[config.mk]
export PLATFORM = sky130hd
export DESIGN_NAME = wdt_windowed
export DESIGN_NICKNAME = d
export VERILOG_FILES = /design/src/rtl/wdt_pkg.sv /design/src/rtl/wdt_key_seq.sv /design/src/rtl/wdt_cfg_gate.sv /design/src/rtl/wdt_counter.sv /design/src/rtl/wdt_windowed.sv
export SDC_FILE = /design/constraint.sdc
export NUM_CORES = 1
export LEC_CHECK = 0
export BUFFER_PORTS_ARGS = -buffer_cell sky130_fd_sc_hd__buf_4
export CELL_PAD_IN_SITES_DETAIL_PLACEMENT = 1
export CELL_PAD_IN_SITES_GLOBAL_PLACEMENT = 1
export CORE_MARGIN = 4
export CORE_UTILIZATION = 28
export CTS_CLUSTER_SIZE = 12
export DETAILED_ROUTE_END_ITERATION = 8
export PLACE_DENSITY_LB_ADDON = 0.1
export SLEW_MARGIN = 25
export SYNTH_ARGS = -nofsm -noshare
export SYNTH_HDL_FRONTEND = slang
export SYNTH_SLANG_ARGS = --single-unit
export TNS_END_PERCENT = 50
[constraint.sdc]
create_clock -name clk -period 3.3 [get_ports clk]
set_clock_uncertainty 0.1 [all_clocks]
set_input_delay 0.33 -clock clk [delete_from_list [all_inputs] [get_ports clk]]
set_output_delay 0.33 -clock clk [all_outputs]
set_load 0.02 [all_outputs]
[src/rtl/wdt_pkg.sv]
package wdt_pkg;
  // Register byte offsets (the key register offset is shared with the counter readback)
  localparam logic [3:0] OFS_CTRL = 4'h0;
  localparam logic [3:0] OFS_KEY  = 4'h4;
  localparam logic [3:0] OFS_TOV  = 4'h8;
  localparam logic [3:0] OFS_WIN  = 4'hC;

  // Control register bit positions
  localparam int CTRL_EN_BIT   = 7;
  localparam int CTRL_UPD_BIT  = 5;
  localparam int CTRL_FLAG_BIT = 14;

  // Key sequence table: index 0 unlocks, index 1 services
  localparam int SEQ_UNLOCK  = 0;
  localparam int SEQ_REFRESH = 1;
  localparam int SEQ_NUM     = 2;
  localparam logic [15:0] KEY_HEAD [SEQ_NUM] = '{16'hC520, 16'hA602};
  localparam logic [15:0] KEY_TAIL [SEQ_NUM] = '{16'hD928, 16'hB480};

  typedef enum logic {KS_IDLE = 1'b0, KS_ARMED = 1'b1} key_state_e;
endpackage

[src/rtl/wdt_key_seq.sv]
module wdt_key_seq
  import wdt_pkg::*;
#(
  parameter int DATA_W = 32,
  parameter int KEY_W  = 16,
  parameter int GAP    = 16,
  parameter logic [KEY_W-1:0] HEAD = '0,
  parameter logic [KEY_W-1:0] TAIL = '0
) (
  input  logic              clk,
  input  logic              rst,
  input  logic              key_we,
  input  logic [DATA_W-1:0] key_data,
  output logic              seq_done,
  output logic              seq_fail
);
  localparam int GW = $clog2(GAP + 1);

  key_state_e    st;
  logic [GW-1:0] gap;
  logic          is_head;
  logic          is_tail;

  assign is_head = (key_data == DATA_W'(HEAD));
  assign is_tail = (key_data == DATA_W'(TAIL));

  // Outcome is decided in the cycle the following key word is presented
  assign seq_done = (st == KS_ARMED) && key_we && is_tail;
  assign seq_fail = (st == KS_ARMED) && key_we && !is_tail;

  always_ff @(posedge clk) begin
    if (rst) begin
      st  <= KS_IDLE;
      gap <= '0;
    end else if (key_we) begin
      st  <= is_head ? KS_ARMED : KS_IDLE;
      gap <= GW'(1);
    end else if (st == KS_ARMED) begin
      if (gap == GW'(GAP)) st <= KS_IDLE;
      else                 gap <= gap + GW'(1);
    end
  end
endmodule

[src/rtl/wdt_cfg_gate.sv]
module wdt_cfg_gate #(
  parameter int OPEN = 128
) (
  input  logic clk,
  input  logic rst,
  input  logic unlock_done,
  input  logic permit,
  output logic open
);
  localparam int OW = $clog2(OPEN + 1);

  logic [OW-1:0] left;

  always_ff @(posedge clk) begin
    if (rst)                          left <= '0;
    else if (unlock_done && permit)   left <= OW'(OPEN);
    else if (left != '0)              left <= left - OW'(1);
  end

  assign open = (left != '0);
endmodule

[src/rtl/wdt_counter.sv]
module wdt_counter #(
  parameter int CNT_W = 16
) (
  input  logic             clk,
  input  logic             rst,
  input  logic             run,
  input  logic [CNT_W-1:0] limit,
  input  logic [CNT_W-1:0] win,
  input  logic             ref_done,
  input  logic             ref_fail,
  input  logic             flag_clr,
  output logic [CNT_W-1:0] cnt,
  output logic             rst_req,
  output logic             flag
);
  logic win_on;
  logic expire;
  logic early;
  logic bad_key;

  assign win_on  = (win != '0);
  assign expire  = run && (cnt == limit);
  assign early   = ref_done && run && win_on && (cnt < win);
  assign bad_key = ref_fail && run && win_on;

  always_ff @(posedge clk) begin
    if (rst) begin
      cnt     <= '0;
      rst_req <= 1'b0;
      flag    <= 1'b0;
    end else begin
      rst_req <= expire || early || bad_key;
      // expiry sets the flag even if software clears it on the same clock
      if (expire)        flag <= 1'b1;
      else if (flag_clr) flag <= 1'b0;
      if (expire || (ref_done && !early)) cnt <= '0;
      else if (run)                       cnt <= cnt + CNT_W'(1);
    end
  end
endmodule

[src/rtl/wdt_windowed.sv]
module wdt_windowed
  import wdt_pkg::*;
#(
  parameter int ADDR_W   = 4,
  parameter int DATA_W   = 32,
  parameter int CNT_W    = 16,
  parameter int KEY_GAP  = 16,
  parameter int CFG_OPEN = 128,
  parameter int TOV_RST  = 'h400
) (
  input  logic              clk,
  input  logic              rst,
  input  logic              bus_we,
  input  logic              bus_re,
  input  logic [ADDR_W-1:0] bus_addr,
  input  logic [DATA_W-1:0] bus_wdata,
  output logic [DATA_W-1:0] bus_rdata,
  output logic              rst_req
);
  localparam logic [ADDR_W-1:0] A_CTRL = ADDR_W'(OFS_CTRL);
  localparam logic [ADDR_W-1:0] A_KEY  = ADDR_W'(OFS_KEY);
  localparam logic [ADDR_W-1:0] A_TOV  = ADDR_W'(OFS_TOV);
  localparam logic [ADDR_W-1:0] A_WIN  = ADDR_W'(OFS_WIN);

  logic               en_q;
  logic               upd_q;
  logic [CNT_W-1:0]   tov_q;
  logic [CNT_W-1:0]   win_q;
  logic [CNT_W-1:0]   cnt_val;
  logic               flag_q;
  logic               cfg_open;
  logic               cfg_ok;
  logic               key_we;
  logic               flag_clr;
  logic [SEQ_NUM-1:0] seq_done;
  logic [SEQ_NUM-1:0] seq_fail;
  logic               unlock_done;
  logic               refresh_done;
  logic               refresh_fail;
  logic               unused_unlock_fail;
  logic [DATA_W-1:0]  ctrl_view;

  assign key_we = bus_we && (bus_addr == A_KEY);

  for (genvar g = 0; g < SEQ_NUM; g++) begin : g_seq
    wdt_key_seq #(
      .DATA_W (DATA_W),
      .KEY_W  (16),
      .GAP    (KEY_GAP),
      .HEAD   (KEY_HEAD[g]),
      .TAIL   (KEY_TAIL[g])
    ) u_seq (
      .clk      (clk),
      .rst      (rst),
      .key_we   (key_we),
      .key_data (bus_wdata),
      .seq_done (seq_done[g]),
      .seq_fail (seq_fail[g])
    );
  end

  assign unlock_done        = seq_done[SEQ_UNLOCK];
  assign refresh_done       = seq_done[SEQ_REFRESH];
  assign refresh_fail       = seq_fail[SEQ_REFRESH];
  assign unused_unlock_fail = seq_fail[SEQ_UNLOCK];

  wdt_cfg_gate #(.OPEN(CFG_OPEN)) u_gate (
    .clk         (clk),
    .rst         (rst),
    .unlock_done (unlock_done),
    .permit      (upd_q),
    .open        (cfg_open)
  );

  assign cfg_ok   = !upd_q || cfg_open;
  assign flag_clr = bus_we && (bus_addr == A_CTRL) && bus_wdata[CTRL_FLAG_BIT];

  always_ff @(posedge clk) begin
    if (rst) begin
      en_q  <= 1'b1;
      upd_q <= 1'b0;
      tov_q <= CNT_W'(TOV_RST);
      win_q <= '0;
    end else if (bus_we && cfg_ok) begin
      case (bus_addr)
        A_CTRL: begin
          en_q  <= bus_wdata[CTRL_EN_BIT];
          upd_q <= bus_wdata[CTRL_UPD_BIT];
        end
        A_TOV:   tov_q <= bus_wdata[CNT_W-1:0];
        A_WIN:   win_q <= bus_wdata[CNT_W-1:0];
        default: ;
      endcase
    end
  end

  wdt_counter #(.CNT_W(CNT_W)) u_cnt (
    .clk      (clk),
    .rst      (rst),
    .run      (en_q),
    .limit    (tov_q),
    .win      (win_q),
    .ref_done (refresh_done),
    .ref_fail (refresh_fail),
    .flag_clr (flag_clr),
    .cnt      (cnt_val),
    .rst_req  (rst_req),
    .flag     (flag_q)
  );

  always_comb begin
    ctrl_view                = '0;
    ctrl_view[CTRL_EN_BIT]   = en_q;
    ctrl_view[CTRL_UPD_BIT]  = upd_q;
    ctrl_view[CTRL_FLAG_BIT] = flag_q;
  end

  always_ff @(posedge clk) begin
    if (rst) begin
      bus_rdata <= '0;
    end else if (bus_re) begin
      case (bus_addr)
        A_CTRL:  bus_rdata <= ctrl_view;
        A_KEY:   bus_rdata <= DATA_W'(cnt_val);
        A_TOV:   bus_rdata <= DATA_W'(tov_q);
        A_WIN:   bus_rdata <= DATA_W'(win_q);
        default: bus_rdata <= '0;
      endcase
    end
  end
endmodule

==> impl_metrics.csv <==
group,metric,value,unit
status,run_status,"finished, final reports clean",
sta,worst-slew-pin-transition,0.7491,ns
finish,nets_final,635,
grt,grt.overflow.total,0,
min_path,hp-class,"primary input to flip-flop",
sta,fin_setup_tns,0,ns
drt,detail_route.wirelength,13650,µm
logic_synthesis,synth_xor_xnor_area_share,8.220,%
floorplan,die_width,137.4,µm
drt,routed-via-count,3841,
sta,max-slew-margin-rel,49.63,%
grt,grt_first_pass_wirelength,21980,µm
cts,cts-root-buf,"sky130_fd_sc_hd__clkbuf_16",
placement,dp.final_hpwl,10620,µm
floorplan,core-area,16470,µm²
min_path,whs_path_depth,3,
cts,clock_tree.htree_level_count,3,
sta,timing_hold_violations_final,0,
finish,final_core_util,33.96,%
logic_synthesis,top_ff_cell_synth,"sky130_fd_sc_hd__dfxtp_1",
cts,insertion_delay,0.35,ns
logic_synthesis,synth_simple_gate_area_share,21.03,%
logic_synthesis,compound_cell_area_share_of_the_yosys_netlist,8.860,%
setup_path,endpoint_kind,"flip-flop",
sta,timing.final.setup_violations,0,
power_and_ir_drop,power_density,492.6,nW/µm²
logic_synthesis,share_of_flip_flops_with_an_asynchronous_set_or_reset,0,%
finish,mostFrequentLayoutCells,"93 x sky130_fd_sc_hd__nor2_1, 88 x sky130_fd_sc_hd__dfxtp_1, 63 x sky130_fd_sc_hd__buf_4",
logic_synthesis,combinational_family_with_the_most_area_after_synthesis,"simple AND/OR/NAND/NOR gates",
drt,drcViolationCount,0,
setup_path,required_time_of_the_critical_path,3.48,ns
cts,cts_buffers,9,
logic_synthesis,ys_seq_elements,88,
setup_path,worst_setup_path_startpoint,"u_cnt.cnt[9]",
logic_synthesis,post_synth_instance_area,4688,µm²
logic_synthesis,yosys.cell_types.count,51,
power_and_ir_drop,worst_ir_drop_vdd,0.2920,mV
grt,grtUsageTotal,15.36,%
logic_synthesis,synth_area_per_inst,8.981,µm²
drt,first_iter_violations,162,
run,cap_violations,0,
logic_synthesis,post_synth_mux_area_share,11.82,%
setup_path,setup.worst_path.class,"flip-flop to flip-flop",
finish,syn2layout_area_growth,19.27,%
logic_synthesis,post_synth_fa_ha_maj_area_fraction,5.604,%
floorplan,start_util,28.47,%
floorplan,number_of_i_o_pins,73,
placement,gp_congestion,0.7524,
power_and_ir_drop,standby_leakage_power,2.284,nW
cts,clock_tree_from_tritoncts,"built",
logic_synthesis,ys_seq_area_share,37.58,%
logic_synthesis,synth_enable_flop_cells,0,
floorplan,fp.dieArea,18880,µm²
min_path,hold_path.startpoint,"bus_wdata[0]",
drt,antenna_left,0,
grt,grt_max_degree,61,
setup_path,critPathLaunchType,"flip-flop",
sta,maxSlewViolCount,0,
finish,num-fill-cells,1916,
cts,buffers_inserted_by_post_cts_timing_repair,0,
cts,clkSlewWorstSetupHoldPaths,0.06,ns
floorplan,num_rows,47,
drt,dr_pass1_iterations,7,
cts,clock_sink_count,88,
sta,min_period_over_period,78.48,%
logic_synthesis,synthesis.instances,522,
placement,port_buffers,56,
drt,detail_route.vias_per_cell,4.807,
sta,timing.fmax,386.1,MHz
cts,cts_resized,0,
cts,cts-hold-fix-buffers,0,
finish,share_of_post_route_cells_with_drive_strength_above_1,17.62,%
setup_path,number_of_cells_traversed_by_the_worst_register_to_register_path,7,
setup_path,max_fo_critical_path,16,
setup_path,critical_path.reg2reg.startpoint,"u_cnt.cnt[9]",
cts,clockBufferDepth,2,
sta,final.min_clock_period,2.590,ns
grt,antenna_found_initial,0,
finish,mostFrequentLayoutCell,"sky130_fd_sc_hd__nor2_1",
logic_synthesis,synth-warning-count,0,
sta,grt_setup_unrepaired,"false",
floorplan,die_height,137.4,µm
power_and_ir_drop,post-layout-total-power,2.754,mW
grt,vias_in_the_first_global_route,4017,
setup_path,crit_arrival,2.77,ns
drt,post_drt_wl_per_cell,17.09,µm
finish,num_antenna_cells,0,
==> layout make-up <==
class	instances	area, µm²	area share [%]
Timing Repair Buffer	63	473.0	8.458
Sequential cell	88	1762	31.51
Multi-Input combinational cell	389	2666	47.68
Inverter	23	86.33	1.544
Clock inverter	6	90.09	1.611
Clock buffer	10	239.0	4.274
Tap cell	220	275.3	4.923
==> metal layers <==
layer	vias to the layer above	GRT usage, %	routed length (µm)
met5	-	0	0
met4	0	5.599	211
met3	13	2.301	424
met2	69	25.16	6477
met1	1869	20.45	6538
li1	1890	-	-
==> Yosys cell counts, types with 3 or more instances <==
cell type | number | area share (%)
sky130_fd_sc_hd__a21oi_1 | 28 | 3.0
sky130_fd_sc_hd__a22o_1 | 13 | 2.4
sky130_fd_sc_hd__and3_1 | 7 | 0.93
sky130_fd_sc_hd__buf_2 | 4 | 0.43
sky130_fd_sc_hd__buf_4 | 16 | 2.6
sky130_fd_sc_hd__clkbuf_1 | 13 | 1.0
sky130_fd_sc_hd__dfxtp_1 | 88 | 38
sky130_fd_sc_hd__ha_1 | 21 | 5.6
sky130_fd_sc_hd__inv_1 | 23 | 1.8
sky130_fd_sc_hd__mux2_2 | 13 | 3.1
sky130_fd_sc_hd__mux2i_1 | 34 | 7.3
sky130_fd_sc_hd__mux4_2 | 3 | 1.4
sky130_fd_sc_hd__nand2_1 | 15 | 1.2
sky130_fd_sc_hd__nand2b_1 | 3 | 0.40
sky130_fd_sc_hd__nand3_1 | 14 | 1.5
sky130_fd_sc_hd__nand4_1 | 16 | 2.1
sky130_fd_sc_hd__nor2_1 | 94 | 7.5
sky130_fd_sc_hd__nor2b_1 | 19 | 2.5
sky130_fd_sc_hd__nor3_1 | 6 | 0.64
sky130_fd_sc_hd__nor3b_1 | 3 | 0.48
sky130_fd_sc_hd__nor4_1 | 10 | 1.3
sky130_fd_sc_hd__o31ai_1 | 3 | 0.48
sky130_fd_sc_hd__xnor2_1 | 28 | 5.2
sky130_fd_sc_hd__xor2_1 | 16 | 3.0
==> sequential cells by signal, indices dropped and copies added, names as in the netlist <==
signal           count
g_seq.u_seq.gap     10
u_cnt.cnt           16
en_q                 1
win_q               16
u_cnt.rst_req        1
u_cnt.flag           1
bus_rdata           16
g_seq.u_seq.st       2
tov_q               16
u_gate.left          8
upd_q                1
==> worst max-delay path, cell delays in order (launching register included) <==
cell	delay, ns
sky130_fd_sc_hd__dfxtp_1	0.49
sky130_fd_sc_hd__ha_1	0.31
sky130_fd_sc_hd__a21oi_1	0.17
sky130_fd_sc_hd__o21ai_0	0.09
sky130_fd_sc_hd__a2111oi_0	0.45
sky130_fd_sc_hd__o211ai_1	0.19
sky130_fd_sc_hd__a311o_2	0.57
sky130_fd_sc_hd__nor2_1	0.16
==> cell families (layout without fill, tap and decap cells) <==
logic type | count (synthesis) | in the layout
adder cells (fa/ha/maj) | 21 | 21
buffers and inverters | 60 | 102
multiplexers | 50 | 50
AO/OA/AOI/OAI | 61 | 61
AND/OR/NAND/NOR | 197 | 197
flip-flops | 88 | 88
other | 1 | 16
XOR/XNOR | 44 | 44
==> power by group <==
group	internal, mW	switching [mW]	leakage, nW
sequential	1.12	0.0632	0.712
clock	0.688	0.454	0.159
combinational	0.184	0.245	1.41
total	1.99	0.762	2.28
==> worst paths after layout <==
check / slack (ns) / endpoint
max: 0.71 / u_cnt.cnt[0]
min: 0.13 / win_q[0]
max reg2reg: 0.71 / u_cnt.cnt[0]
min reg2reg: 0.41 / u_cnt.flag
==> stage by stage <==
stage               cell area, µm²  setup slack, ns  hold WS [ns]  std cells
floorplan                     4745            1.042        0.3479        537
global placement              5263           0.7686        0.3831        783
detailed placement            5263           0.7286        0.4021        783
CTS                           5592           0.6978        0.1119        799
global route                  5592           0.4989        0.1324        799
finish                        5592           0.7101        0.1303        799
Note: power is estimated with default switching activity, not from simulation.
